===== src/rtl/pag_pkg.sv =====
package pag_pkg;

   typedef enum logic [1:0] {
      BR_REL = 2'd0,
      BR_DIR = 2'd1,
      BR_IND = 2'd2,
      BR_RSV = 2'd3
   } br_mode_e;

endpackage


===== src/rtl/pag_page_bank.sv =====
module pag_page_bank #(
   parameter int PAGE_W = 8,
   parameter int NREG   = 3,
   parameter int SEL_W  = 2
) (
   input  logic                     clk,
   input  logic                     rst_n,
   input  logic                     wr_en,
   input  logic [SEL_W-1:0]         wr_sel,
   input  logic [PAGE_W-1:0]        wr_data,
   output logic [NREG*PAGE_W-1:0]   pages
);

   initial begin
      if ((1 << SEL_W) < NREG) $error("pag_page_bank: SEL_W too narrow for NREG");
   end

   for (genvar g = 0; g < NREG; g++) begin : g_reg
      logic [PAGE_W-1:0] page_q;
      logic              hit;
      assign hit = wr_en && (wr_sel == SEL_W'(g));
      always_ff @(posedge clk) begin
         if (!rst_n)   page_q <= '0;
         else if (hit) page_q <= wr_data;
      end
      assign pages[g*PAGE_W +: PAGE_W] = page_q;
   end

endmodule


===== src/rtl/pag_data_unit.sv =====
module pag_data_unit #(
   parameter int PAGE_W = 8,
   parameter int IDX_W  = 16,
   parameter int NDAG   = 2,
   parameter int NREG   = 3,
   parameter int DSEL_W = 1
) (
   input  logic                        clk,
   input  logic                        rst_n,
   input  logic [NREG*PAGE_W-1:0]      pages,
   input  logic                        req,
   input  logic [DSEL_W-1:0]           gen_sel,
   input  logic [IDX_W-1:0]            index,
   output logic [PAGE_W+IDX_W-1:0]     addr,
   output logic                        valid
);

   localparam int ADDR_W = PAGE_W + IDX_W;

   logic [PAGE_W-1:0] page_mux;
   logic [ADDR_W-1:0] addr_q;
   logic              valid_q;

   always_comb begin
      page_mux = '0;
      for (int i = 0; i < NDAG; i++) begin
         if (gen_sel == DSEL_W'(i)) page_mux = pages[i*PAGE_W +: PAGE_W];
      end
   end

   always_ff @(posedge clk) begin
      if (!rst_n) begin
         valid_q <= 1'b0;
         addr_q  <= '0;
      end else begin
         valid_q <= req;
         addr_q  <= req ? {page_mux, index} : '0;
      end
   end

   assign addr  = addr_q;
   assign valid = valid_q;

endmodule


===== src/rtl/pag_branch_unit.sv =====
module pag_branch_unit
   import pag_pkg::*;
#(
   parameter int PAGE_W = 8,
   parameter int IDX_W  = 16,
   parameter int OFS_W  = 16
) (
   input  logic [PAGE_W+IDX_W-1:0]  pc,
   input  logic [PAGE_W-1:0]        jump_page,
   input  logic                     req,
   input  logic [1:0]               mode,
   input  logic [OFS_W-1:0]         offset,
   input  logic [PAGE_W+IDX_W-1:0]  imm,
   input  logic [IDX_W-1:0]         ireg,
   output logic                     take,
   output logic [PAGE_W+IDX_W-1:0]  target
);

   localparam int ADDR_W = PAGE_W + IDX_W;

   logic [ADDR_W-1:0] ofs_ext;
   br_mode_e          mode_e;

   generate
      if (OFS_W == ADDR_W) begin : g_ofs_full
         assign ofs_ext = offset;
      end else begin : g_ofs_sext
         assign ofs_ext = {{(ADDR_W-OFS_W){offset[OFS_W-1]}}, offset};
      end
   endgenerate

   assign mode_e = br_mode_e'(mode);

   always_comb begin
      take   = req;
      target = '0;
      unique case (mode_e)
         BR_REL: target = pc + ofs_ext;
         BR_DIR: target = imm;
         BR_IND: target = {jump_page, ireg};
         BR_RSV: take   = 1'b0;
         default: take  = 1'b0;
      endcase
   end

endmodule


===== src/rtl/pag_pc_unit.sv =====
module pag_pc_unit #(
   parameter int                  ADDR_W  = 24,
   parameter logic [ADDR_W-1:0]   BOOT_PC = 24'hFF0000
) (
   input  logic                clk,
   input  logic                rst_n,
   input  logic                take,
   input  logic [ADDR_W-1:0]   target,
   input  logic                step,
   output logic [ADDR_W-1:0]   pc,
   output logic [ADDR_W-1:0]   br_addr,
   output logic                br_valid
);

   logic [ADDR_W-1:0] pc_q;
   logic [ADDR_W-1:0] baddr_q;
   logic              bval_q;

   always_ff @(posedge clk) begin
      if (!rst_n) begin
         pc_q    <= BOOT_PC;
         baddr_q <= '0;
         bval_q  <= 1'b0;
      end else begin
         bval_q  <= take;
         baddr_q <= take ? target : '0;
         if (take)      pc_q <= target;
         else if (step) pc_q <= pc_q + {{(ADDR_W-1){1'b0}}, 1'b1};
      end
   end

   assign pc       = pc_q;
   assign br_addr  = baddr_q;
   assign br_valid = bval_q;

endmodule


===== src/rtl/paged_addr_gen.sv =====
module paged_addr_gen #(
   parameter int PAGE_W  = 8,
   parameter int IDX_W   = 16,
   parameter int OFS_W   = 16,
   parameter int NDAG    = 2,
   parameter int EXT_DAG = 1,
   parameter int ADDR_W  = PAGE_W + IDX_W,
   parameter logic [ADDR_W-1:0] BOOT_PC = 24'hFF0000,
   parameter int NREG    = NDAG + 1,
   parameter int SEL_W   = $clog2(NREG),
   parameter int DSEL_W  = $clog2(NDAG)
) (
   input  logic                clk,
   input  logic                rst_n,
   input  logic                pg_wr_en,
   input  logic [SEL_W-1:0]    pg_wr_sel,
   input  logic [PAGE_W-1:0]   pg_wr_data,
   output logic [PAGE_W-1:0]   ext_page,
   input  logic                dreq,
   input  logic [DSEL_W-1:0]   dgen_sel,
   input  logic [IDX_W-1:0]    dindex,
   output logic [ADDR_W-1:0]   daddr,
   output logic                dvalid,
   input  logic                br_req,
   input  logic [1:0]          br_mode,
   input  logic [OFS_W-1:0]    br_offset,
   input  logic [ADDR_W-1:0]   br_imm,
   input  logic [IDX_W-1:0]    br_ireg,
   input  logic                pc_step,
   output logic [ADDR_W-1:0]   br_addr,
   output logic                br_valid,
   output logic [ADDR_W-1:0]   pc
);

   localparam int JMP_IDX = NDAG;

   initial begin
      if (ADDR_W != PAGE_W + IDX_W) $error("paged_addr_gen: ADDR_W must equal PAGE_W+IDX_W");
      if (NDAG < 2)                 $error("paged_addr_gen: at least two data generators");
      if (EXT_DAG >= NDAG)          $error("paged_addr_gen: EXT_DAG out of range");
      if (OFS_W > ADDR_W || OFS_W < 2) $error("paged_addr_gen: OFS_W out of range");
   end

   logic [NREG*PAGE_W-1:0] pages;
   logic                   take;
   logic [ADDR_W-1:0]      target;

   pag_page_bank #(.PAGE_W(PAGE_W), .NREG(NREG), .SEL_W(SEL_W)) u_pages (
      .clk     (clk),
      .rst_n   (rst_n),
      .wr_en   (pg_wr_en),
      .wr_sel  (pg_wr_sel),
      .wr_data (pg_wr_data),
      .pages   (pages)
   );

   pag_data_unit #(.PAGE_W(PAGE_W), .IDX_W(IDX_W), .NDAG(NDAG), .NREG(NREG),
                   .DSEL_W(DSEL_W)) u_data (
      .clk     (clk),
      .rst_n   (rst_n),
      .pages   (pages),
      .req     (dreq),
      .gen_sel (dgen_sel),
      .index   (dindex),
      .addr    (daddr),
      .valid   (dvalid)
   );

   pag_branch_unit #(.PAGE_W(PAGE_W), .IDX_W(IDX_W), .OFS_W(OFS_W)) u_branch (
      .pc        (pc),
      .jump_page (pages[JMP_IDX*PAGE_W +: PAGE_W]),
      .req       (br_req),
      .mode      (br_mode),
      .offset    (br_offset),
      .imm       (br_imm),
      .ireg      (br_ireg),
      .take      (take),
      .target    (target)
   );

   pag_pc_unit #(.ADDR_W(ADDR_W), .BOOT_PC(BOOT_PC)) u_pc (
      .clk      (clk),
      .rst_n    (rst_n),
      .take     (take),
      .target   (target),
      .step     (pc_step),
      .pc       (pc),
      .br_addr  (br_addr),
      .br_valid (br_valid)
   );

   assign ext_page = pages[EXT_DAG*PAGE_W +: PAGE_W];

endmodule


===== config.mk =====
export PLATFORM = sky130hd
export DESIGN_NAME = paged_addr_gen
export DESIGN_NICKNAME = d
export VERILOG_FILES = /design/src/rtl/pag_pkg.sv /design/src/rtl/pag_page_bank.sv /design/src/rtl/pag_data_unit.sv /design/src/rtl/pag_branch_unit.sv /design/src/rtl/pag_pc_unit.sv /design/src/rtl/paged_addr_gen.sv
export SDC_FILE = /design/constraint.sdc
export NUM_CORES = 1
export LEC_CHECK = 0
export CAP_MARGIN = 10
export CORE_MARGIN = 2
export CORE_UTILIZATION = 40
export CTS_CLUSTER_DIAMETER = 80
export DETAILED_ROUTE_END_ITERATION = 16
export GPL_TIMING_DRIVEN = 0
export MAX_ROUTING_LAYER = met4
export PLACE_DENSITY = 0.69
export SETUP_SLACK_MARGIN = 0.3
export SYNTH_ARGS = -nofsm -noshare
export SYNTH_HDL_FRONTEND = slang
export SYNTH_SLANG_ARGS = --single-unit

===== constraint.sdc =====
create_clock -name clk -period 5.8 [get_ports clk]
set_clock_uncertainty 0.1 [all_clocks]
set_input_delay 0.87 -clock clk [delete_from_list [all_inputs] [get_ports clk]]
set_output_delay 0.87 -clock clk [all_outputs]
set_load 0.05 [all_outputs]

==> Word-level counts from Yosys, hierarchy flattened <==
Index checks and enable logic that the tools add are counted.
W data, S select, Z words.
{ "word_totals": {"register_bits": 98, "out_inout_bits": 82, "elab_cells": 28} }
{ "op_classes": {"addsub": 2, "n_eq_ne": 5, "muxes": 5, "n_reduce_logical": 8} }
{ "ops": {"columns": ["op", "count"], "rows": [
  ["$pmux W24 S3", 1],
  ["$mux W24", 2],
  ["$add A24 B1 Y24 const B", 1],
  ["$add A24 B24 Y24", 1],
  ["$mux W8", 1],
  ["$eq A2 B2 Y1 const B", 3],
  ["$eq A2 B1 Y1 const B", 2],
  ["$logic_not A2 Y1", 2],
  ["$reduce_and A2 Y1", 2],
  ["$logic_and A1 B1 Y1", 3],
  ["$reduce_bool A2 Y1", 1],
  ["$mux W1", 1]
]} }

==> Depth between registers and ports, before layout <==
Gate-level depths: netlist of run 1.
{ "depth": {"ltp_word": 3, "ltp_mapped": 9, "mapped_depth_nobuf": 9} }

==> By module <==
A second synthesis of run 1 with hierarchy kept.
{ "hier_totals": {"hier_cells": 615, "area_unflattened_um2": 5245.0} }
{ "modules_own_cells": {"columns": ["mod", "instances", "cells_each", "area_each_um2", "seq_area_each_um2"], "rows": [
  ["pag_pc_unit", 1, 234, 2110.8, 980.9],
  ["pag_branch_unit", 1, 230, 1486.4, 0.0],
  ["pag_page_bank", 1, 89, 899.6, 480.5],
  ["pag_data_unit", 1, 62, 748.2, 500.5]
]} }

==> Worst setup path before layout of run 1 <==
OpenSTA, ideal clock, no wires.
{ "synth_path": {"path_kind": "input to register", "startpoint": "input port br_offset[0]", "endpoint": "register u_pc.pc_q[18], in the netlist u_pc.pc[18]", "setup_ns": 0.141, "t_arrival_ns": 2.758, "required_time_ns": 5.559, "path_slack_ns": 2.801, "path_stages": 9, "n_path_buf": 0, "cell_sequence": "ha_1 -> fa_1 -> a21o_1 -> a221oi_4 -> o21ai_2 -> o21a_1 -> a31o_1 -> a31oi_2 -> a22oi_1"} }
{ "synth_via": {"elab_chain_cells": 3} }
{ "synth_lines": {"columns": ["item", "line_no", "text"], "rows": [
  ["start, declared", "paged_addr_gen.sv:26", "input logic [OFS_W-1:0] br_offset,"],
  ["$add A24 B24 Y24", "pag_branch_unit.sv:38", "BR_REL: target = pc + ofs_ext;"],
  ["$pmux W24 S3", "pag_branch_unit.sv:37", "unique case (mode_e)"],
  ["$mux W24", "pag_pc_unit.sv:27", "if (take) pc_q <= target;"],
  ["end signal, assigned", "pag_pc_unit.sv:27", null],
  ["end signal, assigned", "pag_pc_unit.sv:28", "else if (step) pc_q <= pc_q + {{(ADDR_W-1){1'b0}}, 1'b1};"],
  ["end, declared", "pag_pc_unit.sv:15", "logic [ADDR_W-1:0] pc_q;"]
]} }
Every way passes these cells.
A chain may end at the register's enable or synchronous reset.

==> Worst setup path after layout of run 1 <==
{ "layout_path": {"startpoint": "input port br_offset[15]", "endpoint": "register u_pc.pc_q[17], in the netlist u_pc.pc[17]"} }
Same word-level chain as after synthesis.

==> metrics.md, run 1 <==
| Metric | Value |
|---|---|
| Status | completed |
| Worst Path Max Fanout | 9 |
| # IOs | ~170 |
| Growth of design area from synthesis to finish | 41.73% |
| Port Buffers | 170 |
| Unique masters post-synth | 66 |
| Chip height | 119.5 um |
| F_max | 277.7 MHz |
| Sequential area share after synthesis | 36.80% |
| Total GRT Usage | roughly a quarter |
| Worst r2r dst | u_pc.pc[22] |
| Fin area | between 0.007 and 0.008 mm2 |
| Peak supply drop | 0.1682 mV |
| Hold Crit Class | flip-flop to flip-flop |
| Via count | around 5.2k |
| # resized after CTS | 0 |
| # hold bufs at CTS | 0 |
| FF-to-FF Start | u_pc.pc[0] |
| Final WS setup | about 2200 ps |
| Period Utilization, post-route | 62.09% |
| Final Util | between 50 and 60% |
| Static Leakage | 3.092 nW |
| Synth Instances | 600 |
| Initial antenna violation count | 0 |
| DRC viols | 0 |
| Pwr Density | 250.4 mW/mm2 |
| Largest net degree at the start of global routing | 17 |
| Routed vias/inst | roughly 5.4 |
| N_diodes | 0 |
| Min-Delay Startpoint | u_pages.g_reg[0].page_q[1] |
| Headroom to the max-slew limit | between 50 and 60% |
| Fill count | ~1.2k |
| Worst hold path depth | 2 |
| Wire per inst | 18.32 um |
| Max-cap violation count | 0 |
| Power share of the combinational group | 28.7% |
| Crit path DAT | between 3000 and 4000 ps |
| Async set-reset flop share out of synthesis | 0% |
| Slew of the pin with the lowest slew margin | about 720 ps |
| Vias in the first global route | approximately 5.1k |
| Full die area | about 0.014 mm2 |
| CP Capture Type | flip-flop |
| Yosys warning count | 0 |
| # setup viols final | 0 |
| Placed cell areas | 0.007253 mm2 |
| Num Clock Sinks | between 90 and 100 |
| Gr ovfl total | 0 |
| Synth Flop Type | dfxtp_1 |
| Critical Setup Path Class | primary input to flip-flop |
| Tmin final | around 3600 ps |
| Syn Area/Cell | ~8.9 um2 |
| TritonRoute pass-1 iters | 5 |
| RSZ-0062 raised after global routing | no |
| Post-Place Setup Slack | 1967 ps |
| Clk_lat worst skew | 340 ps |
| First-pass GRT wire length | roughly 27000 um |
| Hold path endpoint | u_data.addr[17] |
| Row cnt | between 40 and 50 |
| Bufs on Longest Clock Path | 2 |
| CP required | between 5000 and 6000 ps |
| Switching share of power | between 30% and 40% |
| GP Congestion | 0.9090 |
| Starting density of the core | 40.58% |
| #FFs+latches synth | roughly 100 |
| Psw | approximately 0.00061 W |
| Internal | ~0.0013 W |
| CTS tree | done |
| Die Wd | roughly 120 um |
| Post-detailed-route count of antenna-violating nets | 0 |
| Share of layout cells above drive strength 1 | 5.216% |
| H-tree depth | 3 |
| R2R depth | 9 |
| Number of setup buffers added after CTS | 0 |
| Fin. Hold Viols | 0 |
| FF-to-FF setup slack | about 2900 ps |
| Most frequent cells in the layout | 170 x clkdlybuf4s50_1, 98 x dfxtp_1, 48 x a21oi_1, 46 x nor2_1, 39 x mux2i_1 |
| Most common cell after layout, fill and taps aside | clkdlybuf4s50_1 |
| Post-Route WL | between 15000 and 20000 um |
| Mapped cell area | between 0.005 and 0.006 mm2 |
| Sequential power share | 39.4% |
| Iter 0 DRT Violations | between 300 and 400 |
| Post-Syn Nets | roughly 720 |
| Core area | around 0.013 mm2 |
| DP HPWL | 13950 um |
| Layout Nets | 897 |
| Number of synthesized flops with an enable pin | 0 |
| Clock network fraction of total power | a little under a third |
| Setup TNS | 0 ps |
| Count of pins over their slew limit | 0 |
| CTS Buf Count | 9 |
| CTS root buf | clkbuf_16 |
| Clk slew on worst S/H paths | 70 ps |
| CP Launch Type | primary input |
==> per-layer routing <==
layer	GRT usage (%)	vias up	share of wire, %
met5	-	-	0
met4	7.132	0	1.8
met3	4.406	28	6.4
met2	40.57	215	47
met1	32.33	2420	45
li1	-	2540	-
==> metrics by stage <==
stage / power, W / instances / hold WS (ps)
global route: 0.001975 / 962 / 442.1
CTS: 0.001895 / 962 / 404.4
finish: 0.001892 / 962 / 401.2
floorplan: 0.001090 / 600 / 359.6
detailed placement: 0.001295 / 946 / 383.1
global placement: 0.001290 / 946 / 380.5
==> cells in the mapped netlist, types with 12 or more instances <==
| master | count | area, um2 |
|---|---|---|
| dfxtp_1 | 98 | 1962 |
| xnor2_1 | 20 | 175.2 |
| xor2_1 | 16 | 140.1 |
| o21ai_0 | 19 | 95.09 |
| a21oi_1 | 48 | 240.2 |
| nor2_1 | 46 | 172.7 |
| nor2b_1 | 27 | 168.9 |
| ha_1 | 24 | 300.3 |
| and3_1 | 27 | 168.9 |
| a21o_1 | 13 | 97.59 |
| clkbuf_1 | 21 | 78.83 |
| nand3_1 | 12 | 60.06 |
| nand2_1 | 38 | 142.6 |
| mux2i_1 | 39 | 390.4 |
==> worst max path at each step <==
stage | from | to | slack [ps] | cells after the start
2_1_floorplan | br_offset[0] | u_pc.pc[18] | 2800 | 9
3_3_place_gp | br_offset[15] | u_pc.pc[17] | 1970 | 10
3_5_place_dp | br_offset[15] | u_pc.pc[17] | 1970 | 10
4_1_cts | br_offset[15] | u_pc.pc[17] | 2310 | 10
5_1_grt | br_offset[15] | u_pc.pc[17] | 2050 | 10
6_report | br_offset[15] | u_pc.pc[17] | 2200 | 10
==> cell type report <==
| type | count | area [um2] | area share (%) |
|---|---|---|---|
| Multi-Input combinational cell | 458 | 3172 | 41.98 |
| Clock inverter | 5 | 60.06 | 0.7948 |
| Buffer | 34 | 160.2 | 2.120 |
| Clock buffer | 11 | 242.7 | 3.212 |
| Inverter | 10 | 37.54 | 0.4968 |
| Tap cell | 176 | 220.2 | 2.914 |
| Timing Repair Buffer | 170 | 1702 | 22.52 |
| Sequential cell | 98 | 1962 | 25.96 |
==> critical path: stages <==
cell	delay [ps]
clkdlybuf4s50_1	660
ha_1	410
buf_2	190
nand4_1	170
a211oi_1	290
a21o_1	170
a31o_1	250
nor2_1	80
a311oi_1	430
a22oi_1	160
==> sequential cells by signal (all words and copies together) (netlist names) <==
name	flops
u_data.addr	24
u_pages.g.page_q	24
u_pc.br_addr	24
u_pc.pc	24
u_data.valid	1
u_pc.br_valid	1
==> power groups by stage <==
stage	Clock (W)	Combinational [W]	Sequential, W
floorplan	0	0.000247	0.000843
global placement	0	0.000532	0.000758
detailed placement	0	0.000537	0.000758
CTS	0.000612	0.000539	0.000743
global route	0.000645	0.000581	0.000748
finish	0.000604	0.000543	0.000745
==> cells by family (layout without fill, tap and decap cells) <==
| kind of cell | count (synthesis) | after routing | share of synthesized area [%] |
|---|---|---|---|
| buf+inv | 44 | 230 | 3.708 |
| simple gates | 195 | 195 | 18.94 |
| xor+xnor | 36 | 36 | 5.914 |
| fa+ha+maj | 25 | 25 | 6.008 |
| mux | 39 | 39 | 7.322 |
| flops | 98 | 98 | 36.80 |
| compound gates | 163 | 163 | 21.31 |
No activity file was read; power rests on OpenSTA's default activity.
==> run 2, diff against run 1 <==
Clock period 5.8 ns to 3.4 ns, I/O delays scaled along.
==> run 2 against run 1 <==
Net effect:
- power is 71% higher
- global-route usage unchanged
- die area unchanged
- critical endpoint is now u_pc.pc[14]
- routed wire length shrank 0.45%
- flip-flop and latch count did not move
==> metrics.md, run 2 (synthesis results as in run 1) <==
| Metric | Value |
|---|---|
| Status | completed |
| R2R depth | 9 (unchanged) |
| Met2 WL | 8248 um (-0.82%) |
| # IOs | 173 (unchanged) |
| CTS tree | done |
| FF-to-FF Start | u_pc.pc[0] |
| Full die area | 0.01427 mm2 (unchanged) |
| Tmin final | approximately 3100 ps |
| Top Layer Used | met4 |
| Clk slew on worst S/H paths | 70 ps (about the same) |
| Post-detailed-route count of antenna-violating nets | 0 (unchanged) |
| Hold Crit Class | flip-flop to flip-flop |
| Initial antenna violation count | 0 (unchanged) |
| Final Util | 57.78% (+0.27 points) |
| Period Utilization, post-route | around 90% |
| Top cell family by delay on the critical path | compound AO/OA/AOI/OAI gates |
| Internal | 0.002188 W (+71%) |
| FF-to-FF setup slack | 520 ps (-2350 ps) |
| Count of pins over their slew limit | 0 (unchanged) |
| Worst hold path depth | 2 (unchanged) |
| CP Cell Sequence | clkdlybuf4s50_1 -> ha_1 -> fa_1 -> a21o_1 -> a221oi_4 -> o21ai_2 -> o21a_1 -> xnor2_1 -> o22ai_1 -> a21o_1 |
| F_max | 327.4 MHz |
| N_diodes | 0 (unchanged) |
| H-tree depth | 3 (unchanged) |
| Layout Nets | 899 (+0.22%) |
| DRC viols | 0 (unchanged) |
| Pwr Density | 426.3 mW/mm2 (+70%) |
| Vias in the first global route | 5064 (unchanged) |
| Psw | 0.001049 W (+71%) |
| Peak supply drop | 0.2869 mV (+71%) |
| CP Launch Type | primary input |
| Headroom to the max-slew limit | 51.73% (about the same) |
| Wire per inst | 18.20 um (-0.66%) |
| Num Clock Sinks | 98 (unchanged) |
| CP Capture Type | flip-flop |
| First-pass GRT wire length | 27330 um (unchanged) |
| CTS Buf Count | 9 (unchanged) |
| Crit path largest cell delay | 460 ps (-200 ps) |
| Fin area | 0.007591 mm2 (+0.46%) |
| Clk_lat worst skew | 340 ps (about the same) |
| Most frequent cells in the layout | 169 x clkdlybuf4s50_1, 98 x dfxtp_1, 48 x a21oi_1, 46 x nor2_1 |
| Gr ovfl total | 0 (unchanged) |
| Clock network fraction of total power | 31.9% (about the same) |
| Slew of the pin with the lowest slew margin | 724.0 ps (-0.05144 ps) |
| Slowest CP cell | fa_1 |
| DP HPWL | 13950 um (unchanged) |
| Max-cap violation count | 0 (unchanged) |
| Largest net degree at the start of global routing | 17 (unchanged) |
| CTS root buf | clkbuf_16 |
| Routed vias/inst | 5.444 (+0.66%) |
| Routed met1 length | 7760 um (-1.3%) |
| Iter 0 DRT Violations | 403 (+20%) |
| Setup TNS | 0 ps (unchanged) |
| Hold path endpoint | u_data.addr[17] |
| Starting density of the core | 40.58% (unchanged) |
| Growth of design area from synthesis to finish | 42.38% |
| Power share of the combinational group | 28.9% (+0.2 points) |
| Min-Delay Startpoint | u_pages.g_reg[0].page_q[1] |
| Core area | 0.01314 mm2 (unchanged) |
| Via count | 5248 (+0.86%) |
| Worst Path Max Fanout | 3 (-6) |
| Port Buffers | 170 (unchanged) |
| Chip height | 119.5 um (unchanged) |
| Row cnt | 42 (unchanged) |
| Crit path DAT | 3190 ps (-510 ps) |
| Share of layout cells above drive strength 1 | 5.838% (+0.62 points) |
| CP bufs+invs | 1 (-1) |
| CP required | 3540 ps (-2350 ps) |
| GP Congestion | 0.9090 (unchanged) |
| Worst r2r dst | u_pc.pc[14] |
| Most frequent CP cell | a21o_1 |
| Total GRT Usage | 25.10% (unchanged) |
| Fin. Hold Viols | 0 (unchanged) |
| Placed cell areas | 0.007253 mm2 (unchanged) |
| # setup viols final | 0 (unchanged) |
| Static Leakage | 3.100 nW (+0.26%) |
| Die Wd | 119.5 um (unchanged) |
| TritonRoute pass-1 iters | 5 (unchanged) |
| Post-Route WL | 17540 um (-0.45%) |
| Most common cell after layout, fill and taps aside | clkdlybuf4s50_1 |
| Switching share of power | 32.41% (+0.040 points) |
| Sequential power share | 39.2% (-0.2 points) |
| RSZ-0062 raised after global routing | no |
| # hold bufs at CTS | 0 (unchanged) |
| Critical Setup Path Class | primary input to flip-flop |
| Met3 wire len | 1153 um (+2.7%) |
| Bufs on Longest Clock Path | 2 (unchanged) |
[run 2: cell types whose count changed in the layout (fill, tap and decap cells not counted), sizes merged]
cell           delta
dlygate4sd2       +1
buf               +2
clkdlybuf4s50     -1
[run 2: power by group through the flow]
stage / logic, W / clock network, W / registers [W]
floorplan: 0.000422 / 0 / 0.00144
global placement: 0.000907 / 0 / 0.00129
detailed placement: 0.000916 / 0 / 0.00129
finish: 0.000935 / 0.00103 / 0.00127
global route: 0.00100 / 0.00110 / 0.00128
CTS: 0.000919 / 0.00104 / 0.00127
[run 2: timing repair]
item / 4_1_cts / 5_1_grt
buffers inserted: 0 / 2
setup endpoints to repair: 1 / 3
gates resized for setup: 1 / 4
cloned: 0 / 0
pin swaps: 0 / 1
[run 2: layout make-up]
type                       count  area [um2]
buffer                        34       160.2
clock buffer                  11       242.7
clock inverter                 5       60.06
fill                        1174        5547
inverter                      10       37.54
multi-input combinational    458        3193
sequential                    98        1962
tap                          176       220.2
timing repair buffer         172        1715
[run 2: through the flow]
step / std cells / hold WS [ps] / worst slack [ps] / total power, W
6_report: 964 / 401.2 / 345.5 / 0.003236
5_1_grt: 964 / 442.1 / 295.7 / 0.003377
4_1_cts: 962 / 404.4 / 316.4 / 0.003232
3_5_place_dp: 946 / 383.1 / -73.00 / 0.002209
3_3_place_gp: 946 / 380.5 / -65.62 / 0.002200
2_1_floorplan: 600 / 359.6 / 668.6 / 0.001860
[run 2: how the worst max path moves through the flow]
stage,startpoint,endpoint,cells past startpoint
after global placement,br_offset[15],u_pc.pc[17],10
after detailed placement,br_offset[15],u_pc.pc[17],10
after floorplan,u_pc.pc[0],u_pc.pc[18],9
final,br_offset[0],u_pc.pc[14],10
after global routing,br_offset[0],u_pc.pc[18],10
after CTS,br_offset[0],u_pc.pc[22],10
[run 2: tightest hold or removal path, cell delays in order (launching register included)]
cell	delay (ps)
dfxtp_1	330
mux2i_1	70
nor2_1	70
[run 2: routing by layer]
layer	track usage [%]	vias up
li1	-	2541
met1	32.33	2438
met2	40.57	231
met3	4.406	38
met4	7.132	0
met5	-	-
